--- config.mk ---
export PLATFORM = sky130hd
export DESIGN_NAME = pt_walker
export DESIGN_NICKNAME = d
export VERILOG_FILES = /design/src/rtl/pt_walker_pkg.sv /design/src/rtl/pt_addr_calc.sv /design/src/rtl/pt_entry_check.sv /design/src/rtl/pt_walker.sv
export SDC_FILE = /design/constraint.sdc
export NUM_CORES = 1
export LEC_CHECK = 0
export ABC_CLOCK_PERIOD_IN_PS = 3600
export BUFFER_PORTS_ARGS = -buffer_cell sky130_fd_sc_hd__buf_4
export CAP_MARGIN = 20
export CORE_ASPECT_RATIO = 1.25
export CORE_MARGIN = 2
export CORE_UTILIZATION = 28
export DETAILED_ROUTE_END_ITERATION = 10
export GPL_TIMING_DRIVEN = 0
export PLACE_DENSITY = 0.6
export SETUP_SLACK_MARGIN = 0.05
export SYNTH_ARGS = -nofsm -noshare
export SYNTH_HDL_FRONTEND = slang
export SYNTH_SLANG_ARGS = --single-unit
export TNS_END_PERCENT = 10
--- constraint.sdc ---
create_clock -name clk -period 3.6 [get_ports clk]
set_input_delay 0.72 -clock clk [delete_from_list [all_inputs] [get_ports clk]]
set_output_delay 0.72 -clock clk [all_outputs]
set_load 0.005 [all_outputs]
--- src/rtl/pt_walker_pkg.sv ---
package pt_walker_pkg;
  localparam int PTE_VALID = 31;
  localparam int PTE_WPERM = 30;
  localparam int PTE_RPERM = 29;
  localparam int PTE_DIRTY = 28;
  localparam int PTE_REF   = 27;

  typedef enum logic [2:0] {
    ST_IDLE, ST_WALK, ST_CHECK, ST_UPD, ST_DATA, ST_DWAIT, ST_RESP
  } walk_state_t;

  // entry after an access: referenced always, dirty on a store
  function automatic logic [31:0] mark_entry(input logic [31:0] pte, input logic is_write);
    logic [31:0] m;
    m = pte;
    m[PTE_REF] = 1'b1;
    if (is_write) m[PTE_DIRTY] = 1'b1;
    return m;
  endfunction
endpackage

--- src/rtl/pt_addr_calc.sv ---
module pt_addr_calc #(
  parameter int VA_W  = 32,
  parameter int OFF_W = 12,
  parameter int PPN_W = 20,
  localparam int VPN_W = VA_W - OFF_W,
  localparam int PA_W  = PPN_W + OFF_W
) (
  input  logic [PA_W-1:0]  base,
  input  logic [VA_W-1:0]  vaddr,
  input  logic [PPN_W-1:0] ppn,
  output logic [VPN_W-1:0] vpn,
  output logic [PA_W-1:0]  entry_addr,
  output logic [PA_W-1:0]  paddr
);
  function automatic logic [PA_W-1:0] entry_of(input logic [PA_W-1:0] b, input logic [VPN_W-1:0] v);
    return b + PA_W'(v);
  endfunction

  function automatic logic [PA_W-1:0] join_pa(input logic [PPN_W-1:0] p, input logic [OFF_W-1:0] o);
    return {p, o};
  endfunction

  assign vpn        = vaddr[VA_W-1:OFF_W];
  assign entry_addr = entry_of(base, vpn);
  assign paddr      = join_pa(ppn, vaddr[OFF_W-1:0]);
endmodule

--- src/rtl/pt_entry_check.sv ---
module pt_entry_check
  import pt_walker_pkg::*;
#(
  parameter int PPN_W = 20
) (
  input  logic [31:0]      pte,
  input  logic             is_write,
  output logic             invalid,
  output logic             prot_bad,
  output logic             need_upd,
  output logic [31:0]      upd_pte,
  output logic [PPN_W-1:0] ppn
);
  assign invalid  = !pte[PTE_VALID];
  assign prot_bad = pte[PTE_VALID] && (is_write ? !pte[PTE_WPERM] : !pte[PTE_RPERM]);
  assign upd_pte  = mark_entry(pte, is_write);
  assign need_upd = !invalid && !prot_bad && (upd_pte != pte);
  assign ppn      = pte[PPN_W-1:0];
endmodule

--- src/rtl/pt_walker.sv ---
module pt_walker
  import pt_walker_pkg::*;
#(
  parameter int VA_W  = 32,
  parameter int OFF_W = 12,
  parameter int PPN_W = 20,
  localparam int VPN_W = VA_W - OFF_W,
  localparam int PA_W  = PPN_W + OFF_W
) (
  input  logic             clk,
  input  logic             rst_n,
  input  logic [PA_W-1:0]  ptbr,
  input  logic             req_valid,
  output logic             req_ready,
  input  logic [VA_W-1:0]  req_vaddr,
  input  logic             req_write,
  input  logic [31:0]      req_wdata,
  output logic             resp_valid,
  output logic [PA_W-1:0]  resp_paddr,
  output logic [31:0]      resp_rdata,
  output logic             page_fault,
  output logic             prot_fault,
  output logic [VPN_W-1:0] fault_vpn,
  output logic             mem_en,
  output logic             mem_we,
  output logic [PA_W-1:0]  mem_addr,
  output logic [31:0]      mem_wdata,
  input  logic [31:0]      mem_rdata
);
  walk_state_t state;
  logic [VA_W-1:0] vaddr_q;
  logic [PA_W-1:0] base_q;
  logic            write_q;
  logic [31:0]     wdata_q, pte_q, rdata_q;
  logic            pf_q, prot_q;

  logic [VPN_W-1:0] vpn;
  logic [PA_W-1:0]  entry_addr, paddr;
  logic             invalid, prot_bad, need_upd;
  logic [31:0]      upd_pte;
  logic [PPN_W-1:0] ppn_new, ppn_q;

  pt_addr_calc #(.VA_W(VA_W), .OFF_W(OFF_W), .PPN_W(PPN_W)) u_addr (
    .base(base_q), .vaddr(vaddr_q), .ppn(ppn_q),
    .vpn(vpn), .entry_addr(entry_addr), .paddr(paddr)
  );

  pt_entry_check #(.PPN_W(PPN_W)) u_chk (
    .pte(mem_rdata), .is_write(write_q),
    .invalid(invalid), .prot_bad(prot_bad), .need_upd(need_upd),
    .upd_pte(upd_pte), .ppn(ppn_new)
  );

  // named events for the checks below
  logic accept_ev, chk_fault_ev, upd_ev;
  assign accept_ev    = req_valid && req_ready;
  assign chk_fault_ev = (state == ST_CHECK) && (invalid || prot_bad);
  assign upd_ev       = (state == ST_UPD);

  assign ppn_q      = pte_q[PPN_W-1:0];
  assign req_ready  = (state == ST_IDLE);
  assign resp_valid = (state == ST_RESP);
  assign page_fault = resp_valid && pf_q;
  assign prot_fault = resp_valid && prot_q;
  assign fault_vpn  = vpn;
  assign resp_paddr = paddr;
  assign resp_rdata = rdata_q;

  always_comb begin
    mem_en    = 1'b0;
    mem_we    = 1'b0;
    mem_addr  = entry_addr;
    mem_wdata = pte_q;
    case (state)
      ST_WALK: mem_en = 1'b1;
      ST_UPD:  begin mem_en = 1'b1; mem_we = 1'b1; end
      ST_DATA: begin
        mem_en    = 1'b1;
        mem_we    = write_q;
        mem_addr  = paddr;
        mem_wdata = wdata_q;
      end
      default: ;
    endcase
  end

  always_ff @(posedge clk) begin
    if (!rst_n) begin
      state   <= ST_IDLE;
      vaddr_q <= '0;
      base_q  <= '0;
      write_q <= 1'b0;
      wdata_q <= '0;
      pte_q   <= '0;
      rdata_q <= '0;
      pf_q    <= 1'b0;
      prot_q  <= 1'b0;
    end else begin
      case (state)
        ST_IDLE: if (req_valid) begin
          vaddr_q <= req_vaddr;
          base_q  <= ptbr;
          write_q <= req_write;
          wdata_q <= req_wdata;
          pf_q    <= 1'b0;
          prot_q  <= 1'b0;
          state   <= ST_WALK;
        end
        ST_WALK:  state <= ST_CHECK;
        ST_CHECK: begin
          pte_q <= upd_pte;
          if (invalid)       begin pf_q   <= 1'b1; state <= ST_RESP; end
          else if (prot_bad) begin prot_q <= 1'b1; state <= ST_RESP; end
          else if (need_upd) state <= ST_UPD;
          else               state <= ST_DATA;
        end
        ST_UPD:   state <= ST_DATA;
        ST_DATA:  state <= ST_DWAIT;
        ST_DWAIT: begin
          rdata_q <= write_q ? '0 : mem_rdata;
          state   <= ST_RESP;
        end
        ST_RESP:  state <= ST_IDLE;
        default:  state <= ST_IDLE;
      endcase
    end
  end

  // every accepted request starts with an entry read
  a_r2_first_read: assert property (@(posedge clk) disable iff (!rst_n)
    accept_ev |=> (mem_en && !mem_we));
  // a failed check is followed by no memory access
  a_r4_no_access_after_fault: assert property (@(posedge clk) disable iff (!rst_n)
    chk_fault_ev |=> !mem_en);
  // the write-back always carries the reference bit, and dirty on stores
  a_r6_marked_writeback: assert property (@(posedge clk) disable iff (!rst_n)
    upd_ev |-> (mem_we && mem_wdata[PTE_REF] && (!write_q || mem_wdata[PTE_DIRTY])));
  // acceptance drops ready on the next cycle
  a_r7_busy_after_accept: assert property (@(posedge clk) disable iff (!rst_n)
    accept_ev |=> !req_ready);
  // one-cycle response, exclusive faults
  a_r8_one_cycle_resp: assert property (@(posedge clk) disable iff (!rst_n)
    resp_valid |=> !resp_valid);
  a_r8_fault_exclusive: assert property (@(posedge clk) disable iff (!rst_n)
    !(page_fault && prot_fault));
endmodule

Word level (Yosys, flattened, before mapping)
Cells that the tools add are included.
{"block": "classes", "reduce_logical": 14, "mux": 18, "eq_ne": 11, "n_shift": 0, "add_sub_neg": 1, "div": 0, "bitwise_logic": 0, "n_lt_le_gt_ge": 0, "multipliers": 0}
{"op": "$mux 32", "count": 3}
{"op": "$add 32x20->32", "count": 1}
{"op": "$pmux 3 s6", "count": 1}
{"op": "$mux 3", "count": 4}
{"op": "$eq 3x3->1 const B", "count": 3}
{"op": "$mux 1", "count": 7}
{"op": "$eq 3x2->1 const B", "count": 2}
{"op": "$ne 2x2->1 const B", "count": 3}
{"op": "$pmux 1 s2", "count": 3}
{"op": "$logic_and 1x1->1", "count": 5}
{"op": "$reduce_and 4->1", "count": 1}
{"op": "$eq 3x1->1 const B", "count": 1}
{"op": "$logic_not 1->1", "count": 3}
{"op": "$logic_not 3->1", "count": 1}
{"op": "$reduce_and 3->1", "count": 1}
{"op": "$reduce_or 3->1", "count": 1}
{"op": "$ne 2x1->1 const B", "count": 1}
{"op": "$ne 2x2->1", "count": 1}
{"op": "$reduce_and 2->1", "count": 1}
{"op": "$reduce_bool 2->1", "count": 1}
{"block": "totals", "out_inout_bits": 154, "latch_bits": 0, "rom_bits": 0, "reg_bits": 166, "ram_bits": 0, "n_memories": 0}

Logic depth before layout (Yosys ltp)
Gate-level depths: netlist (run 1).
{"block": "depth", "ltp_word": 10, "depth_mapped": 10, "ltp_nobuf": 9}

Hierarchy
Synthesis (run 1) repeated with hierarchy kept, for this count alone.
{"block": "unflattened", "cells_unflattened": 1157, "area_unflattened_um2": 9399.0}
{"module": "pt_walker", "cells_per_inst": 823, "area_each_um2": 7096.8, "instances": 1}
{"module": "pt_addr_calc", "cells_per_inst": 274, "area_each_um2": 1873.0, "instances": 1}
{"module": "pt_entry_check", "cells_per_inst": 60, "area_each_um2": 429.2, "instances": 1}

Worst setup path before layout (run 1)
No wires, ideal clock.
{"block": "synth_path", "path_type": "register to output", "start": "register vaddr_q[12]", "end": "output port mem_addr[18]", "required_ns": 2.880, "path_stages_with_launch": 10, "slack_ns": 0.616, "n_path_buf": 0, "arrival_ns": 2.264, "path_cell_list": "dfxtp_1 > ha_1 > fa_1 > a21o_1 > a221o_1 > a21oi_4 > o21ai_1 > a221oi_2 > xor2_1 > a21oi_1"}
{"block": "synth_between", "elab_chain_cells": 2}
{"item": "start: declaration", "line_no": "pt_walker.sv:31", "rtl": "logic [VA_W-1:0] vaddr_q;"}
{"item": "start signal: assignment", "line_no": "pt_walker.sv:101", "rtl": "vaddr_q <= req_vaddr;"}
{"item": "$add 32x20->32", "line_no": "pt_addr_calc.sv:16", "rtl": "return b + PA_W'(v);"}
{"item": "$mux 32", "line_no": "pt_walker.sv:74", "rtl": "case (state)"}
{"item": "end: declaration", "line_no": "pt_walker.sv:26", "rtl": "output logic [PA_W-1:0] mem_addr,"}
Every way passes these cells.

Worst setup path after layout (run 1)
{"block": "layout_path", "start": "register vaddr_q[12]", "end": "output port mem_addr[28]"}
Same word-level chain as after synthesis.

==> results of run 1 <==
[timing repair]
action                                  4_1_cts  5_1_grt
hold buffers                                  0        0
gates resized for setup                      14       14
setup buffers                                 5        0
endpoints found under the setup margin       17       34
pin swaps                                    13        6
[kinds of logic (layout without fill, tap and decap cells)]
| family | count (synthesis) | count (layout) |
|---|---|---|
| buffers and inverters | 107 | 428 |
| adder cells (fa/ha/maj) | 21 | 21 |
| AO/OA/AOI/OAI | 272 | 272 |
| XOR/XNOR | 22 | 22 |
| flip-flops | 166 | 166 |
| AND/OR/NAND/NOR | 543 | 543 |
| multiplexers | 4 | 4 |
| other | 0 | 2 |
[flip-flops by register name, indices dropped and copies added, names as in the netlist]
register,cells
base_q,32
pf_q,1
prot_q,1
pte_q,32
resp_rdata,32
state,3
vaddr_q,32
wdata_q,32
write_q,1
[power by group through the flow]
stage	sequential, uW	clock (uW)	combinational, uW
2_1_floorplan	2070	0	570
3_3_place_gp	2090	0	1130
3_5_place_dp	2100	0	1140
4_1_cts	2060	1990	1150
5_1_grt	2080	2070	1260
6_report	2060	1950	1140
[Yosys cell counts (4+ instances only)]
| master | count | share of area |
|---|---|---|
| a21boi_0 | 112 | 0.098 |
| a21boi_1 | 16 | 0.014 |
| a21o_1 | 6 | 0.0052 |
| a21oi_1 | 69 | 0.040 |
| and2_1 | 6 | 0.0044 |
| and3_1 | 6 | 0.0044 |
| buf_1 | 4 | 0.0017 |
| buf_2 | 15 | 0.0087 |
| buf_4 | 21 | 0.018 |
| clkbuf_1 | 59 | 0.026 |
| dfxtp_1 | 166 | 0.39 |
| ha_1 | 20 | 0.029 |
| inv_1 | 7 | 0.0031 |
| nand2_1 | 389 | 0.17 |
| nand3_1 | 13 | 0.0076 |
| nor2_1 | 32 | 0.014 |
| nor2b_1 | 35 | 0.026 |
| nor3_1 | 7 | 0.0041 |
| nor3b_1 | 34 | 0.030 |
| o211ai_1 | 6 | 0.0052 |
| o21ai_0 | 19 | 0.011 |
| o21ai_1 | 11 | 0.0064 |
| o22ai_1 | 4 | 0.0029 |
| xnor2_1 | 10 | 0.010 |
| xor2_1 | 12 | 0.012 |
[per-layer routing]
| metal | wire (um) | share of wire | global-route usage | vias to the layer above |
|---|---|---|---|---|
| li1 | - | - | - | 4396 |
| met1 | 13600 | 0.41 | 0.237 | 4118 |
| met2 | 16900 | 0.51 | 0.368 | 262 |
| met3 | 1790 | 0.054 | 0.0479 | 51 |
| met4 | 960 | 0.029 | 0.0774 | 4 |
| met5 | 24 | 0.00072 | 0 | - |
[area by class of cell]
class	count	area [um^2]	area share
sequential	166	3320	0.278
inverter	7	26.3	0.00219
buffer	100	488	0.0408
timing repair buffer	289	2170	0.181
antenna	2	5.00	0.000418
tap	401	502	0.0419
multi-input combinational	862	4840	0.404
clock buffer	18	439	0.0367
clock inverter	14	176	0.0147
[path summary, 6_finish.rpt]
kind	startpoint	slack (ns)	endpoint
worst max register to register	state[2]	1.39	base_q[4]
worst min register to register	wdata_q[28]	0.45	wdata_q[28]
worst max-delay path	vaddr_q[12]	-0.14	mem_addr[28]
worst min-delay path	wdata_q[28]	0.45	wdata_q[28]
[critical path: cells and delay by family, from the launching register on]
family                   cells  cell delay [ns]
XOR/XNOR                     1             0.23
flip-flops                   1             0.35
buffers and inverters        2             0.34
AND/OR/NAND/NOR              1             0.06
AO/OA/AOI/OAI                5             1.05
adder cells (fa/ha/maj)      2             0.56
[through the flow]
step / std cells / setup slack [ns] / total power (uW)
4_1_cts: 1857 / -0.197 / 5200
3_3_place_gp: 1820 / 0.0774 / 3220
2_1_floorplan: 1135 / 0.616 / 2640
3_5_place_dp: 1820 / 0.0764 / 3240
6_report: 1859 / -0.145 / 5150
5_1_grt: 1858 / -0.242 / 5410
==> out/metrics.csv, run 1 <==
metric,value,unit
IO Port Bufs,284,
switching part of the total,0.303,
failing checks,negative setup slack,
share of cells above drive strength 1,0.271,
maxcap violations,0,
Rel. slew slack,0.383,
Worst EP arrival,3.02,ns
main combinational cell family by area after synthesis,simple AND/OR/NAND/NOR gates,
DPL Wire Length,26200,um
final core occ,0.398,
WS Path Type,reg -> out,
Final ANT Viol Nets,0,
first-pass GRT wire length,49600,um
worst path cell trace,"ha_4, fa_2, a21o_1, a221o_1, a21oi_4, buf_4, nor3_4, o21ai_1, xor2_1, o21ai_1, buf_4",
total gr overflow,0,
TritonCTS clock tree,yes,
Die ar.,0.0321,mm^2
Mapped Cells,1135,
Flop pwr share,0.400,
"FF+latch count, synth",166,
post-synthesis compound-gate area fraction,0.214,
DR WL/cell,17.9,um
io pins,286,
cell-internal power,3590,uW
simple-gate share of the synthesized area,0.280,
CP Capture Type,output port,
portion of netlist area occupied by mux cells,0.00525,
hold path cells,2,
Final Slew Violations,0,
initial drt markers,450,
initial antenna violation count,3,
area grow syn2layout,39.6,%
Least-Margin Pin Slew,0.925,ns
cell area after layout,0.0120,mm^2
fin crit share,1.04,
Switching Power,1560,uW
Placement Rows,71,
status,finished with violations,
Mapped Area,0.00858,mm^2
setup_tns,-0.885,ns
# DRC,0,
Max Root-Sink Buffers,2,
worst reg-to-reg path cell count,7,
P_leak,0.00513,uW
CTS clock-pin slew for the worst setup and hold paths,0.07,ns
Clk network pwr share,0.378,
DP Area,0.0112,mm^2
Synth cell types,62,
core area,0.0301,mm^2
CP Data Required Time,2.88,ns
Syn Area/Cell,7.56,um^2
Fmax,0.267,GHz
Root Buffer,clkbuf_16,
worst min path class,reg -> reg,
setup repair after global routing missed its margin,yes,
Post-synth EDFFs,0,
Comb pwr share,0.222,
Pre-Repair DR Iteration Count,5,
number of global-route vias before repair,8755,
routability cong.,0.856,
Num CTS Buffers,17,
Worst Skew,0.00863,ns
final hold violations,0,
clk sinks,166,
final wirelength,33300,um
via count,8831,
CP peak stage delay,0.39,ns
"Async S/R FF share, synth",0,
most frequent cells in the layout,"nand2_1 (389), buf_4 (311), dfxtp_1 (165)",
Main synth FF type,dfxtp_1,
Hold WS,0.454,ns
post-synthesis adder-cell area fraction,0.0315,
pin count of the biggest net entering global routing,17,
Crit-path slowest cell,fa_2,
maximum VDD drop,0.000264,V
Post-layout nets,1596,
area share of xor/xnor cells in the synthesized design,0.0225,
total number of yosys warnings,0,
"Seq/Total Area, Yosys",0.387,
htree depth,4,
crit-path max FO,6,
Initial Util,0.285,
Startpoint Class,flop,
"most common cell after layout, fill and taps aside",nand2_1,
Die Wd,161,um
Die Span Y,200,um
Setup Viol. Count Final,9,
post-layout min period,3.74,ns
vias per std cell,4.75,
filler cell count in the final layout,3186,
clk_lat worst skew,0.45,ns
power density cells,431,mW/mm^2
setup ws final,-0.145,ns
Synth Net Count,1288,
Global Route Usage Sum,0.205,
No activity file was read; power rests on OpenSTA's default activity.
==> run 2: changes to the inputs <==
--- a/config.mk
+++ b/config.mk
@@ -5,6 +5,7 @@
 export SDC_FILE = /design/constraint.sdc
 export NUM_CORES = 1
 export LEC_CHECK = 0
+export ABC_AREA = 1
 export ABC_CLOCK_PERIOD_IN_PS = 3600
 export BUFFER_PORTS_ARGS = -buffer_cell sky130_fd_sc_hd__buf_4
 export CAP_MARGIN = 20
==> run 2 against run 1 <==
The run now ends clean. Cell count is 9.3% higher. Combinational power increased by 100%. Synthesized cell count is 15% higher. Power increased by 28%. Clock power barely moved.
==> out/metrics.csv, run 2 <==
metric,value,unit,change
status,completed,,was finished with violations
fin crit share,0.958,,was 1.04
"Async S/R FF share, synth",0,,unchanged
dpl cells,1999,,"was 1,820"
setup_tns,0,ns,was -0.885 ns
Post-layout nets,1764,,"was 1,596"
final wirelength,36800,um,"was 33,300 um"
area share of xor/xnor cells in the synthesized design,0.0131,,was 0.0225
Synth cell types,35,,was 62
Die ar.,0.0326,mm^2,was 0.0321 mm^2
"most common cell after layout, fill and taps aside",nand2_1,,unchanged
Initial Util,0.283,,was 0.285
Rel. slew slack,0.465,,was 0.383
io pins,286,,unchanged
most frequent cell after synthesis,nand2_1,,unchanged
Post-synth EDFFs,0,,unchanged
portion of netlist area occupied by mux cells,0,,was 0.00525
Worst EP arrival,2.73,ns,was 3.02 ns
DR WL/cell,18.1,um,was 17.9 um
routability cong.,0.914,,was 0.856
CTS clock-pin slew for the worst setup and hold paths,0.07,ns,about the same
"Seq/Total Area, Yosys",0.381,,was 0.387
final hold violations,0,,unchanged
DPL Wire Length,29800,um,"was 26,200 um"
core area,0.0308,mm^2,was 0.0301 mm^2
initial antenna violation count,1,,was 3
Reg2Reg Setup Slack,2.03,ns,was 1.39 ns
Final ANT Viol Nets,0,,unchanged
Worst Hold Path EP,pte_q[21],,was wdata_q[28]
total gr overflow,0,,unchanged
pin count of the biggest net entering global routing,17,,unchanged
CP Data Required Time,2.88,ns,about the same
setup repair after global routing missed its margin,no,,was yes
Mapped Area,0.00872,mm^2,was 0.00858 mm^2
initial drt markers,530,,was 450
"Power, Total",6570,uW,was 5150 uW
maxcap violations,0,,unchanged
Die Span Y,201,um,was 200 um
area grow syn2layout,37.5,%,was 39.6%
post-synthesis adder-cell area fraction,0.0310,,was 0.0315
RR Startpoint,state[0],,was state[2]
Yosys top cell by area,dfxtp_1,,unchanged
hold_sp,pte_q[21],,was wdata_q[28]
Worst Skew,0.0130,ns,was 0.00863 ns
CP Capture Type,output port,,unchanged
number of global-route vias before repair,9619,,"was 8,755"
Synth Net Count,1460,,"was 1,288"
synth top area cells,"dfxtp_1 (38%), nand2_1 (16%), a21oi_1 (9.9%)",,"was dfxtp_1 (39%), nand2_1 (17%), a21boi_0 (9.8%)"
maximum VDD drop,0.000218,V,was 0.000264 V
Root Buffer,clkbuf_16,,unchanged
power density cells,548,mW/mm^2,was 431 mW/mm^2
# DRC,0,,unchanged
Max Root-Sink Buffers,2,,unchanged
Main synth FF type,dfxtp_1,,unchanged
first-pass GRT wire length,55300,um,"was 49,600 um"
worst min path class,reg -> reg,,unchanged
Syn Area/Cell,6.67,um^2,was 7.56 um^2
vias per std cell,4.78,,was 4.75
Final Slew Violations,0,,unchanged
worst reg-to-reg path cell count,7,,unchanged
Startpoint Class,flop,,unchanged
Global Route Usage Sum,0.223,,was 0.205
Die Wd,162,um,was 161 um
share of cells above drive strength 1,0.246,,was 0.271
post-layout min period,3.45,ns,was 3.74 ns
reg2reg end,write_q,,was base_q[4]
Fmax,0.290,GHz,was 0.267 GHz
WS Path Type,reg -> out,,unchanged
post-synthesis compound-gate area fraction,0.165,,was 0.214
total number of yosys warnings,0,,unchanged
clk_lat worst skew,0.44,ns,was 0.45 ns
crit-path max FO,4,,was 6
final cell count without fillers,2032,,"was 1,859"
cts hold-fix bufs,0,,unchanged
htree depth,4,,unchanged
Placement Rows,72,,was 71
Commonest cells post-synth,"nand2_1 (365), a21oi_1 (172), dfxtp_1 (166)",,"was nand2_1 (389), dfxtp_1 (166), a21boi_0 (112)"
post-CTS setup repair buffer count,0,,was 5
Hold WS,0.454,ns,about the same
hold path cells,2,,unchanged
simple-gate share of the synthesized area,0.287,,was 0.280
via count,9707,,"was 8,831"
clk sinks,166,,unchanged
most frequent cells in the layout,"nand2_1 (365), buf_4 (321), a21oi_1 (172)",,"was nand2_1 (389), buf_4 (311), dfxtp_1 (165)"
final core occ,0.389,,was 0.398
Num CTS Buffers,17,,unchanged
main combinational cell family by area after synthesis,simple AND/OR/NAND/NOR gates,,unchanged
TritonCTS clock tree,yes,,unchanged
IO Port Bufs,285,,was 284
"FF+latch count, synth",166,,unchanged
Least-Margin Pin Slew,0.803,ns,was 0.925 ns
Mapped Cells,1307,,"was 1,135"
P_leak,0.00550,uW,was 0.00513 uW
Setup Viol. Count Final,0,,was 9
Pre-Repair DR Iteration Count,5,,unchanged
post-synth top area share,0.381,,was 0.387
[run 2: stage by stage]
| step | setup WS [ns] | area [um^2] |
|---|---|---|
| detailed placement | 0.544 | 11400 |
| finish | 0.150 | 12000 |
| floorplan | 1.08 | 8720 |
| global route | 0.0595 | 12000 |
| CTS | 0.0649 | 12000 |
| global placement | 0.541 | 11400 |
[run 2: critical path, cell delays in order (launching register included)]
cell	delay, ns
dfxtp_1	0.35
ha_1	0.26
fa_2	0.41
nand3_1	0.10
nand3_1	0.16
nand3_1	0.11
nand3b_1	0.23
or2_2	0.35
nand3_1	0.07
o21ai_0	0.11
buf_4	0.16
[run 2: worst max-delay path by stage]
stage	from	slack, ns	to	cells after the start
4_1_cts	vaddr_q[12]	0.06	mem_addr[12]	10
3_5_place_dp	vaddr_q[12]	0.54	mem_addr[12]	10
2_1_floorplan	vaddr_q[12]	1.08	mem_addr[12]	9
6_report	vaddr_q[12]	0.15	mem_addr[12]	10
5_1_grt	vaddr_q[12]	0.06	mem_addr[12]	10
3_3_place_gp	vaddr_q[12]	0.54	mem_addr[12]	10
[run 2: per-layer routing]
metal,global-route usage,vias up,part of all wire
li1,-,4848,-
met1,0.257,4499,0.40
met2,0.405,303,0.51
met3,0.0462,57,0.056
met4,0.0800,0,0.029
met5,0,-,0
[run 2: cell type report]
type	instances	area [um^2]
clock buffer	19	453
sequential	166	3320
fill	3379	18800
buffer	95	547
timing repair buffer	285	2140
tap	407	509
clock inverter	13	166
inverter	138	520
multi-input combinational	908	4330
antenna	1	2.50
[run 2: repair_timing]
action,4_1_cts,5_1_grt
gates resized for setup,0,1
endpoints found under the setup margin,0,5
hold endpoints to repair,0,0
[run 2: cells by family after synthesis]
logic type	after synthesis
AOI/OAI and AO/OA	284
DFF	166
adders and majority gates	21
and+or+nand+nor	590
buffers and inverters	233
xor gates and xnor gates	13
[run 2: report_power, final]
group,switching (uW),internal (uW)
Sequential,202,2090
Combinational,1340,986
Clock,825,1140
